`src/rtl/turbo_ctrl_pkg.sv`:
```
package turbo_ctrl_pkg;
  typedef enum logic [2:0] {
    ST_IDLE,
    ST_CHECK,
    ST_SEND,
    ST_RECV,
    ST_OUT
  } ctrl_state_e;
endpackage

```
`src/rtl/turbo_perm_table.sv`:
```
module turbo_perm_table #(
  parameter int N_LEN = 16,
  parameter int IDX_W = 4
) (
  input  logic             clk_i,
  input  logic             rst_ni,
  input  logic             wr_en_i,
  input  logic [IDX_W-1:0] wr_addr_i,
  input  logic [IDX_W-1:0] wr_data_i,
  input  logic [IDX_W-1:0] rd_addr_i,
  output logic [IDX_W-1:0] rd_data_o,
  input  logic             scan_clr_i,
  input  logic             scan_en_i,
  output logic             bad_o
);
  logic [IDX_W-1:0] tab_q [N_LEN];
  logic [N_LEN-1:0] seen_q;
  logic             bad_q;
  logic             in_range;
  logic             hit;

  assign rd_data_o = tab_q[rd_addr_i];
  assign in_range  = {1'b0, rd_data_o} < (IDX_W+1)'(N_LEN);
  assign hit       = scan_en_i && (!in_range || seen_q[rd_data_o]);
  assign bad_o     = bad_q | hit;

  always_ff @(posedge clk_i or negedge rst_ni) begin
    if (!rst_ni) begin
      for (int i = 0; i < N_LEN; i++) tab_q[i] <= IDX_W'(N_LEN - 1 - i);
    end else if (wr_en_i) begin
      tab_q[wr_addr_i] <= wr_data_i;
    end
  end

  always_ff @(posedge clk_i or negedge rst_ni) begin
    if (!rst_ni) begin
      seen_q <= '0;
      bad_q  <= 1'b0;
    end else if (scan_clr_i) begin
      seen_q <= '0;
      bad_q  <= 1'b0;
    end else if (scan_en_i) begin
      if (in_range) seen_q[rd_data_o] <= 1'b1;
      bad_q <= bad_q | hit;
    end
  end
endmodule

```
`src/rtl/turbo_llr_store.sv`:
```
module turbo_llr_store #(
  parameter int N_LEN = 16,
  parameter int IDX_W = 4,
  parameter int LLR_W = 8
) (
  input  logic             clk_i,
  input  logic             ext_we_i,
  input  logic [IDX_W-1:0] ext_waddr_i,
  input  logic [LLR_W-1:0] ext_wdata_i,
  input  logic [IDX_W-1:0] ext_raddr_i,
  output logic [LLR_W-1:0] ext_rdata_o,
  input  logic             dec_we_i,
  input  logic [IDX_W-1:0] dec_waddr_i,
  input  logic             dec_wbit_i,
  input  logic [IDX_W-1:0] dec_raddr_i,
  output logic             dec_rbit_o
);
  logic [LLR_W-1:0] ext_mem [N_LEN];
  logic [N_LEN-1:0] dec_mem;

  assign ext_rdata_o = ext_mem[ext_raddr_i];
  assign dec_rbit_o  = dec_mem[dec_raddr_i];

  always_ff @(posedge clk_i) begin
    if (ext_we_i) ext_mem[ext_waddr_i] <= ext_wdata_i;
    if (dec_we_i) dec_mem[dec_waddr_i] <= dec_wbit_i;
  end
endmodule

```
`src/rtl/turbo_iter_ctrl.sv`:
```
module turbo_iter_ctrl
  import turbo_ctrl_pkg::*;
#(
  parameter int N_LEN  = 16,
  parameter int LLR_W  = 8,
  parameter int N_ITER = 6,
  localparam int IDX_W  = $clog2(N_LEN),
  localparam int ITER_W = (N_ITER > 1) ? $clog2(N_ITER) : 1
) (
  input  logic             clk_i,
  input  logic             rst_ni,
  input  logic             perm_we_i,
  input  logic [IDX_W-1:0] perm_addr_i,
  input  logic [IDX_W-1:0] perm_data_i,
  input  logic             start_i,
  output logic             busy_o,
  output logic             perm_err_o,
  output logic             sel_o,
  output logic             ap_valid_o,
  output logic [IDX_W-1:0] ap_idx_o,
  output logic [LLR_W-1:0] ap_llr_o,
  input  logic             ext_valid_i,
  input  logic [LLR_W-1:0] ext_llr_i,
  input  logic [LLR_W-1:0] post_llr_i,
  output logic             dec_valid_o,
  output logic [IDX_W-1:0] dec_idx_o,
  output logic             dec_bit_o
);
  ctrl_state_e       state_q;
  logic [IDX_W-1:0]  cnt_q;
  logic [ITER_W-1:0] iter_q;
  logic              half_q;
  logic              err_q;

  logic [IDX_W-1:0]  pi_val;
  logic [IDX_W-1:0]  mem_addr;
  logic [LLR_W-1:0]  mem_rdata;
  logic              scan_bad;
  logic              last_cnt, last_iter, ext_take, dec_take;

  assign last_cnt  = cnt_q == IDX_W'(N_LEN - 1);
  assign last_iter = iter_q == ITER_W'(N_ITER - 1);
  assign mem_addr  = half_q ? pi_val : cnt_q;  // second half goes through pi
  assign ext_take  = (state_q == ST_RECV) && ext_valid_i;
  assign dec_take  = ext_take && half_q && last_iter;

  turbo_perm_table #(.N_LEN(N_LEN), .IDX_W(IDX_W)) u_perm (
    .clk_i      (clk_i),
    .rst_ni     (rst_ni),
    .wr_en_i    (perm_we_i && (state_q == ST_IDLE)),
    .wr_addr_i  (perm_addr_i),
    .wr_data_i  (perm_data_i),
    .rd_addr_i  (cnt_q),
    .rd_data_o  (pi_val),
    .scan_clr_i ((state_q == ST_IDLE) && start_i),
    .scan_en_i  (state_q == ST_CHECK),
    .bad_o      (scan_bad)
  );

  turbo_llr_store #(.N_LEN(N_LEN), .IDX_W(IDX_W), .LLR_W(LLR_W)) u_store (
    .clk_i       (clk_i),
    .ext_we_i    (ext_take),
    .ext_waddr_i (mem_addr),
    .ext_wdata_i (ext_llr_i),
    .ext_raddr_i (mem_addr),
    .ext_rdata_o (mem_rdata),
    .dec_we_i    (dec_take),
    .dec_waddr_i (pi_val),
    .dec_wbit_i  (post_llr_i[LLR_W-1]),
    .dec_raddr_i (cnt_q),
    .dec_rbit_o  (dec_bit_o)
  );

  always_ff @(posedge clk_i or negedge rst_ni) begin
    if (!rst_ni) begin
      state_q <= ST_IDLE;
      cnt_q   <= '0;
      iter_q  <= '0;
      half_q  <= 1'b0;
      err_q   <= 1'b0;
    end else begin
      unique case (state_q)
        ST_IDLE: if (start_i) begin
          state_q <= ST_CHECK;
          cnt_q   <= '0;
          err_q   <= 1'b0;
        end
        ST_CHECK: begin
          cnt_q <= cnt_q + 1'b1;
          if (last_cnt) begin
            cnt_q  <= '0;
            iter_q <= '0;
            half_q <= 1'b0;
            if (scan_bad) begin
              err_q   <= 1'b1;
              state_q <= ST_IDLE;
            end else begin
              state_q <= ST_SEND;
            end
          end
        end
        ST_SEND: begin
          cnt_q <= cnt_q + 1'b1;
          if (last_cnt) begin
            cnt_q   <= '0;
            state_q <= ST_RECV;
          end
        end
        ST_RECV: if (ext_valid_i) begin
          cnt_q <= cnt_q + 1'b1;
          if (last_cnt) begin
            cnt_q <= '0;
            if (!half_q) begin
              half_q  <= 1'b1;
              state_q <= ST_SEND;
            end else if (last_iter) begin
              state_q <= ST_OUT;
            end else begin
              half_q  <= 1'b0;
              iter_q  <= iter_q + 1'b1;
              state_q <= ST_SEND;
            end
          end
        end
        ST_OUT: begin
          cnt_q <= cnt_q + 1'b1;
          if (last_cnt) begin
            cnt_q   <= '0;
            state_q <= ST_IDLE;
          end
        end
        default: state_q <= ST_IDLE;
      endcase
    end
  end

  assign busy_o      = state_q != ST_IDLE;
  assign perm_err_o  = err_q;
  assign sel_o       = half_q;
  assign ap_valid_o  = state_q == ST_SEND;
  assign ap_idx_o    = cnt_q;
  assign ap_llr_o    = (!half_q && iter_q == '0) ? '0 : mem_rdata;
  assign dec_valid_o = state_q == ST_OUT;
  assign dec_idx_o   = cnt_q;
endmodule

```
`config.mk`:
```
export PLATFORM = sky130hd
export DESIGN_NAME = turbo_iter_ctrl
export DESIGN_NICKNAME = d
export VERILOG_FILES = /design/src/rtl/turbo_ctrl_pkg.sv /design/src/rtl/turbo_perm_table.sv /design/src/rtl/turbo_llr_store.sv /design/src/rtl/turbo_iter_ctrl.sv
export SDC_FILE = /design/constraint.sdc
export NUM_CORES = 1
export LEC_CHECK = 0
export ABC_AREA = 1
export BUFFER_PORTS_ARGS = -buffer_cell sky130_fd_sc_hd__clkbuf_2
export CORE_UTILIZATION = 35
export DETAILED_ROUTE_END_ITERATION = 7
export GPL_TIMING_DRIVEN = 0
export HOLD_SLACK_MARGIN = 0.12
export PLACE_DENSITY = 0.51
export SYNTH_ARGS = -nofsm -noshare
export SYNTH_HDL_FRONTEND = slang
export SYNTH_SLANG_ARGS = --single-unit
```
`constraint.sdc`:
```
create_clock -name clk_i -period 2.8 [get_ports clk_i]
set_clock_uncertainty 0.05 [all_clocks]
set_input_delay 0.56 -clock clk_i [delete_from_list [all_inputs] [get_ports clk_i]]
set_output_delay 0.56 -clock clk_i [all_outputs]
set_load 0.02 [all_outputs]
```
**Word-level counts from Yosys, hierarchy flattened**

Memories as Yosys holds them, arrays and structs flattened.
Cells that the tools add are included.

- Bitwise gates (word level): 4
- Equal/unequal tests: 15
- $add $sub $neg: 2
- Order comparisons: 6
- Reduce and logical (&&, ||, !) cells: 23
- Mux-type cells: 50

Operator list:

| cell | count |
|---|---|
| 64-bit bitwise mux | 1 |
| 3-bit 2-to-1 mux | 12 |
| 16-bit 2-to-1 mux | 2 |
| 4-bit 2-to-1 mux | 7 |
| 4-bit binary-select mux with 4-bit select | 1 |
| 16-bit bitwise mux | 1 |
| 4-bit demux with 4-bit select | 1 |
| 16-bit OR | 1 |
| 1-bit 2-to-1 mux | 15 |
| 3-bit case mux with 5 select lines | 1 |
| 2-bit != test (second input constant) | 7 |
| 4-bit case mux with 3 select lines | 1 |
| 6-bit AND reduction | 2 |
| 5-bit >= comparator (second input constant) | 2 |
| 4-bit by 5-bit less-than comparator with 1-bit output (second input constant) | 2 |
| 4-bit inverter with 5-bit output | 2 |
| 1-bit logical AND | 9 |
| 1-bit binary-select mux with 4-bit select | 2 |
| 8-bit 2-to-1 mux | 1 |
| 4-bit AND reduction | 2 |
| 3-bit by 2-bit == test with 1-bit output (second input constant) | 2 |
| 3-bit == test (second input constant) | 2 |
| 3-bit zero test | 2 |
| 3-bit case mux with 2 select lines | 1 |
| 16 further kinds | 21 |

- Output and inout port bits: 22
- Bits in registers: 109
- Memories kept: 1
- Memory bits (writable): 128

Memory list:

| name | depth | bits a word | rd ports | clocked after memory_dff | wr ports | line | RTL |
|---|---|---|---|---|---|---|---|
| u_store.ext_mem | 16 | 8 | 1 | 0 | 1 | turbo_llr_store.sv:18 | `logic [LLR_W-1:0] ext_mem [N_LEN];` |

**Depth between registers and ports, before layout**

- Word-level depth: 11
- Depth in mapped cells: 22
- Mapped depth without buffers: 20

**By module**

A second synthesis with hierarchy kept.

- Cells, all modules: 1281
- Area total of the unflattened synthesis: 11358.4 µm²

By module, submodules not included:

| module | area an instance (µm²) | cells an instance | sequential area each (µm²) | times used |
|---|---|---|---|---|
| turbo_llr_store | 6402.4 | 638 | 4324.1 | 1 |
| turbo_perm_table | 3963.8 | 492 | 2067.0 | 1 |
| turbo_iter_ctrl | 992.2 | 151 | 300.3 | 1 |

**Worst setup path after synthesis**

Ideal clock, no wire load.

- Kind: register to output
- From: register cnt_q[0] (netlist: ap_idx_o[0])
- To: output port ap_llr_o[6]
- Data arrival time: 2.458 ns
- Required time: 2.190 ns
- Setup slack: -0.268 ns
- Stages on the path, launching flop included: 18
- Path through: dfrtp_1 -> inv_2 -> buf_6 -> buf_6 -> buf_6 -> o21ai_1 -> o21ai_1 -> nand2_1 -> nand2_1 -> nor2_2 -> inv_2 -> o21ai_4 -> inv_2 -> nor2_4 -> nand2_1 -> nand2_1 -> nor2_1 -> nor2_1

- Longest elaborated chain between the ends: 7

RTL lines:

| element | line | RTL |
|---|---|---|
| from (decl) | turbo_iter_ctrl.sv:30 | `logic [IDX_W-1:0] cnt_q;` |
| from (signal assigned) | turbo_iter_ctrl.sv:89 | `cnt_q <= cnt_q + 1'b1;` |
| from (signal assigned) | turbo_iter_ctrl.sv:103 | `cnt_q <= cnt_q + 1'b1;` |
| from (signal assigned) | turbo_iter_ctrl.sv:110 | `cnt_q <= cnt_q + 1'b1;` |
| 4-bit inverter with 5-bit output (implied by the code) | turbo_perm_table.sv:22 | `assign rd_data_o = tab_q[rd_addr_i];` |
| 4-bit binary-select mux with 4-bit select | turbo_perm_table.sv:22 |  |
| 4-bit 2-to-1 mux (implied by the code) (2 in a row) | turbo_perm_table.sv:22 |  |
| 4-bit 2-to-1 mux * | turbo_iter_ctrl.sv:43 | `assign mem_addr = half_q ? pi_val : cnt_q;` |
| memory 16 x 8 bit * | -- |  |
| 8-bit 2-to-1 mux * | turbo_iter_ctrl.sv:142 | `assign ap_llr_o = (!half_q && iter_q == '0) ? '0 : mem_rdata;` |
| to (decl) | turbo_iter_ctrl.sv:21 | `output logic [LLR_W-1:0] ap_llr_o,` |

Mark *: on every way between the ends. The rest lies on a longest branch, timed or not. The select of a mux whose other input is x is not followed.

**Worst setup path after layout**

- From: register cnt_q[0] (netlist: ap_idx_o[0])
- To: output port ap_llr_o[7]

The elaborated chain is that of the path after synthesis.

==> summary.md <==
| Metric | Value |
|---|---|
| Final wirelength | 31.1 mm |
| Final std cells w/o fill | 1704 |
| Final worst setup slack | -1.06 ns |
| Path depth of the worst reg2reg path | 17 |
| I/O pins | 51 |
| Max-slew violations | 0 |
| Setup violations, final | 144 |
| Buffers and inverters on the worst path | 8 |
| Outcome | finished, violations left |
| Period minus WS final | 3.86 ns |
| Post-synthesis register bit count | 237 |
| CTS max path bufs | 3 |
| Iteration-0 DRC Markers | 697 |
| Slew @ Worst Pin | 0.903 ns |
| Antenna-violating nets left | 0 |
| Initial core utilization | 36.0% |
| WL met1 | 13.9 mm |
| CP Depth | 18 |
| DR vias | 8550 |
| Critical path arrival | 3.25 ns |
| Inst Count DP | 1598 |
| Crit path launch type | register |
| Port buffer count | 42 |
| CP max FO | 10 |
| Most frequent CP cell | buf_6 |
| Clock Pin Slew Worst Setup and Hold Paths | ~0.06 ns |
| Total grt overflow | 0 |
| Primary FF master, synth | edfxtp_1 |
| First-pass GRT wire length | 47.5 mm |
| Fin area | 0.0139 sq mm |
| TritonRoute pass-1 iters | 5 |
| Final GP Congestion | 0.812 |
| Syn_nets | 1197 |
| DIE WIDTH | between 150 and 200 microns |
| Crit path max-delay family | buffers and inverters |
| Average wire per standard cell | 18.3 microns |
| Failing checks | setup timing |
| YS warnings | 0 |
| Slew HR | 39.3% |
| DR vias/cell | 5.02 |
| Worst path cell trace | inv_6 > clkbuf_16 > buf_6 > buf_8 > o21ai_2 > o21ai_1 > nor2_1 > nor2_2 > nor2_4 > inv_2 > o21ai_4 > buf_6 > nor2_4 > buf_6 > nand2_1 > nand2_1 > nor2_2 > clkbuf_8 |
| Largest net degree at the start of global routing | 62 |
| Area growth syn-to-layout | 28.2% |
| Max incr delay on CP | 0.50 ns |
| Commonest non-fill, non-tap cells in the layout | 244 x nand2_1, 153 x nor2_1, 144 x edfxtp_1 |
| Syn Area/Cell | between 9 and 10 sq um |
| Clk Latency, worst-skew pair | 0.56 ns |
| Total Nets Final | around 1.3k |
| Antenna violations before repair | 0 |
| Clock tree root buffer cell | clkbuf_16 |
| Die Area | 0.0316 sq mm |
| Final Cycle Share | 138% |
| Share of layout cells above drive strength 1 | 23.6% |
| Met3 Wirelength | 1.62 mm |
| Die Height | 178 microns |
| Crit. End Element | primary output |
| Setup TNS | -34.85 ns |
| Post-synthesis sequential area ratio | 61.9% |
| Hold crit path type | in -> reg |
| H-Tree Depth | 1 |
| Mapped Cells | roughly 1.2k |
| TritonCTS clock tree | done |
| Distinct cells, synth | 32 |
| Cell Area, Synth | between 0.01 and 0.015 sq mm |
| Standard-cell rows | between 60 and 70 |
| Post-synth EDFFs | roughly 140 |
| Tot GR Track Use | 20.0% |
| Hold path depth | 3 |
| Max-cap violation count | 0 |
| Hold Violations, Final | 0 |
| Crit path max-delay cell type | dfrtp_2 |
| Async SR Flop Fraction | 39.2% |
| CTS Buf Count | 27 |
| DRC | 0 |
| Post-DP Area | 0.0116 sq mm |
| DR WL met2 | 14.8 mm |
| CP required | 2.19 ns |
| DP HPWL | 20.0 mm |
| RSZ-0062 raised after global routing | yes |
| Commonest non-fill, non-tap cell in the layout | nand2_1 |
| CTS Sinks | 237 |
| Number of global-route vias before repair | between 8k and 9k |
| Setup CP Type | reg -> out |
| Highest metal used | met4 |
| Core Region | between 0.03 and 0.04 sq mm |
| Max Clk Rate | between 200 and 300 MHz |
[metal layers]
layer / track usage [%] / up-vias
li1: - / 4120
met1: 27.7 / 4127
met2: 32.9 / 255
met3: 2.40 / 48
met4: 5.70 / 0
met5: 0 / -
[what timing repair did]
action	CTS	global route
cloned	4	1
hold buffers	1	0
pin swaps	40	26
resized for setup	151	46
setup endpoints to repair	155	170
buffers inserted	38	11
hold endpoints to repair	42	0
[sequential cells by signal, indices dropped and copies added, names as in the netlist, 3 cells and up]
register	count
iter_q	3
state_q	3
u_perm.seen_q	16
u_store.ext_mem	128
u_store.dec_mem	16
ap_idx_o	4
u_perm.tab_q	64
[logic make-up (layout without fill, tap and decap cells)]
group | count (synthesis) | in the layout | synth area share, %
fa+ha+maj | 4 | 4 | 0.463
other cells | 0 | 1 | 0
simple gates | 547 | 549 | 20.6
xor+xnor | 1 | 1 | 0.0811
compound gates | 212 | 212 | 10.5
buf+inv | 163 | 310 | 6.44
flops | 237 | 237 | 61.9
[cells in the mapped netlist, drive strengths merged, types with 4 or more instances]
cell,n,area [sq um]
a21oi,47,235
dfrtp,61,1530
nand3,56,285
nor3,24,120
o211ai,17,128
o21ai,144,747
buf,28,189
inv,117,439
clkbuf,16,60.1
nor2,196,773
nand4,5,31.3
nand2,265,1000
edfxtp,144,4320
dfstp,32,841
ha,4,50.1
[area by class of cell]
cell class | instances | area, sq um
antenna | 1 | 2.50
timing repair buffer | 97 | 995
clock buffer | 45 | 853
inverter | 119 | 472
tap | 390 | 488
buffer | 44 | 418
multi-input combinational | 766 | 3860
clock inverter | 5 | 65.1
fill | 2854 | 16200
sequential | 237 | 6690
[path summary, 6_finish.rpt]
path,from,endpoint,slack (ns)
max,ap_idx_o[0],ap_llr_o[7],-1.06
min,perm_data_i[2],u_perm.tab_q[62],0.31
max reg2reg,ap_idx_o[0],u_store.ext_mem[10][2],-0.29
min reg2reg,perm_err_o,perm_err_o,0.43
max in group asynchronous,rst_ni,u_perm.tab_q[59],1.63
min in group asynchronous,rst_ni,u_perm.tab_q[21],0.51
[worst register-to-register path, delay by kind of cell (launching register included)]
kind | cells | cell delay (ns)
flops | 1 | 0.50
compound gates | 3 | 0.41
buf+inv | 9 | 1.04
simple gates | 5 | 0.77
[stage by stage]
stage               worst slack, ns  util (%)  hold slack, ns
finish                        -1.06      46.1           0.307
global placement              -1.36      38.5           0.412
global route                  -1.21      46.1           0.325
floorplan                   -0.0973         -           0.214
detailed placement            -1.36      38.7           0.418
CTS                           -1.05      45.1           0.297
Power is left out: the tool's default activity adds up to more than one toggle a clock period on the data nets, which glitch-free logic cannot reach.
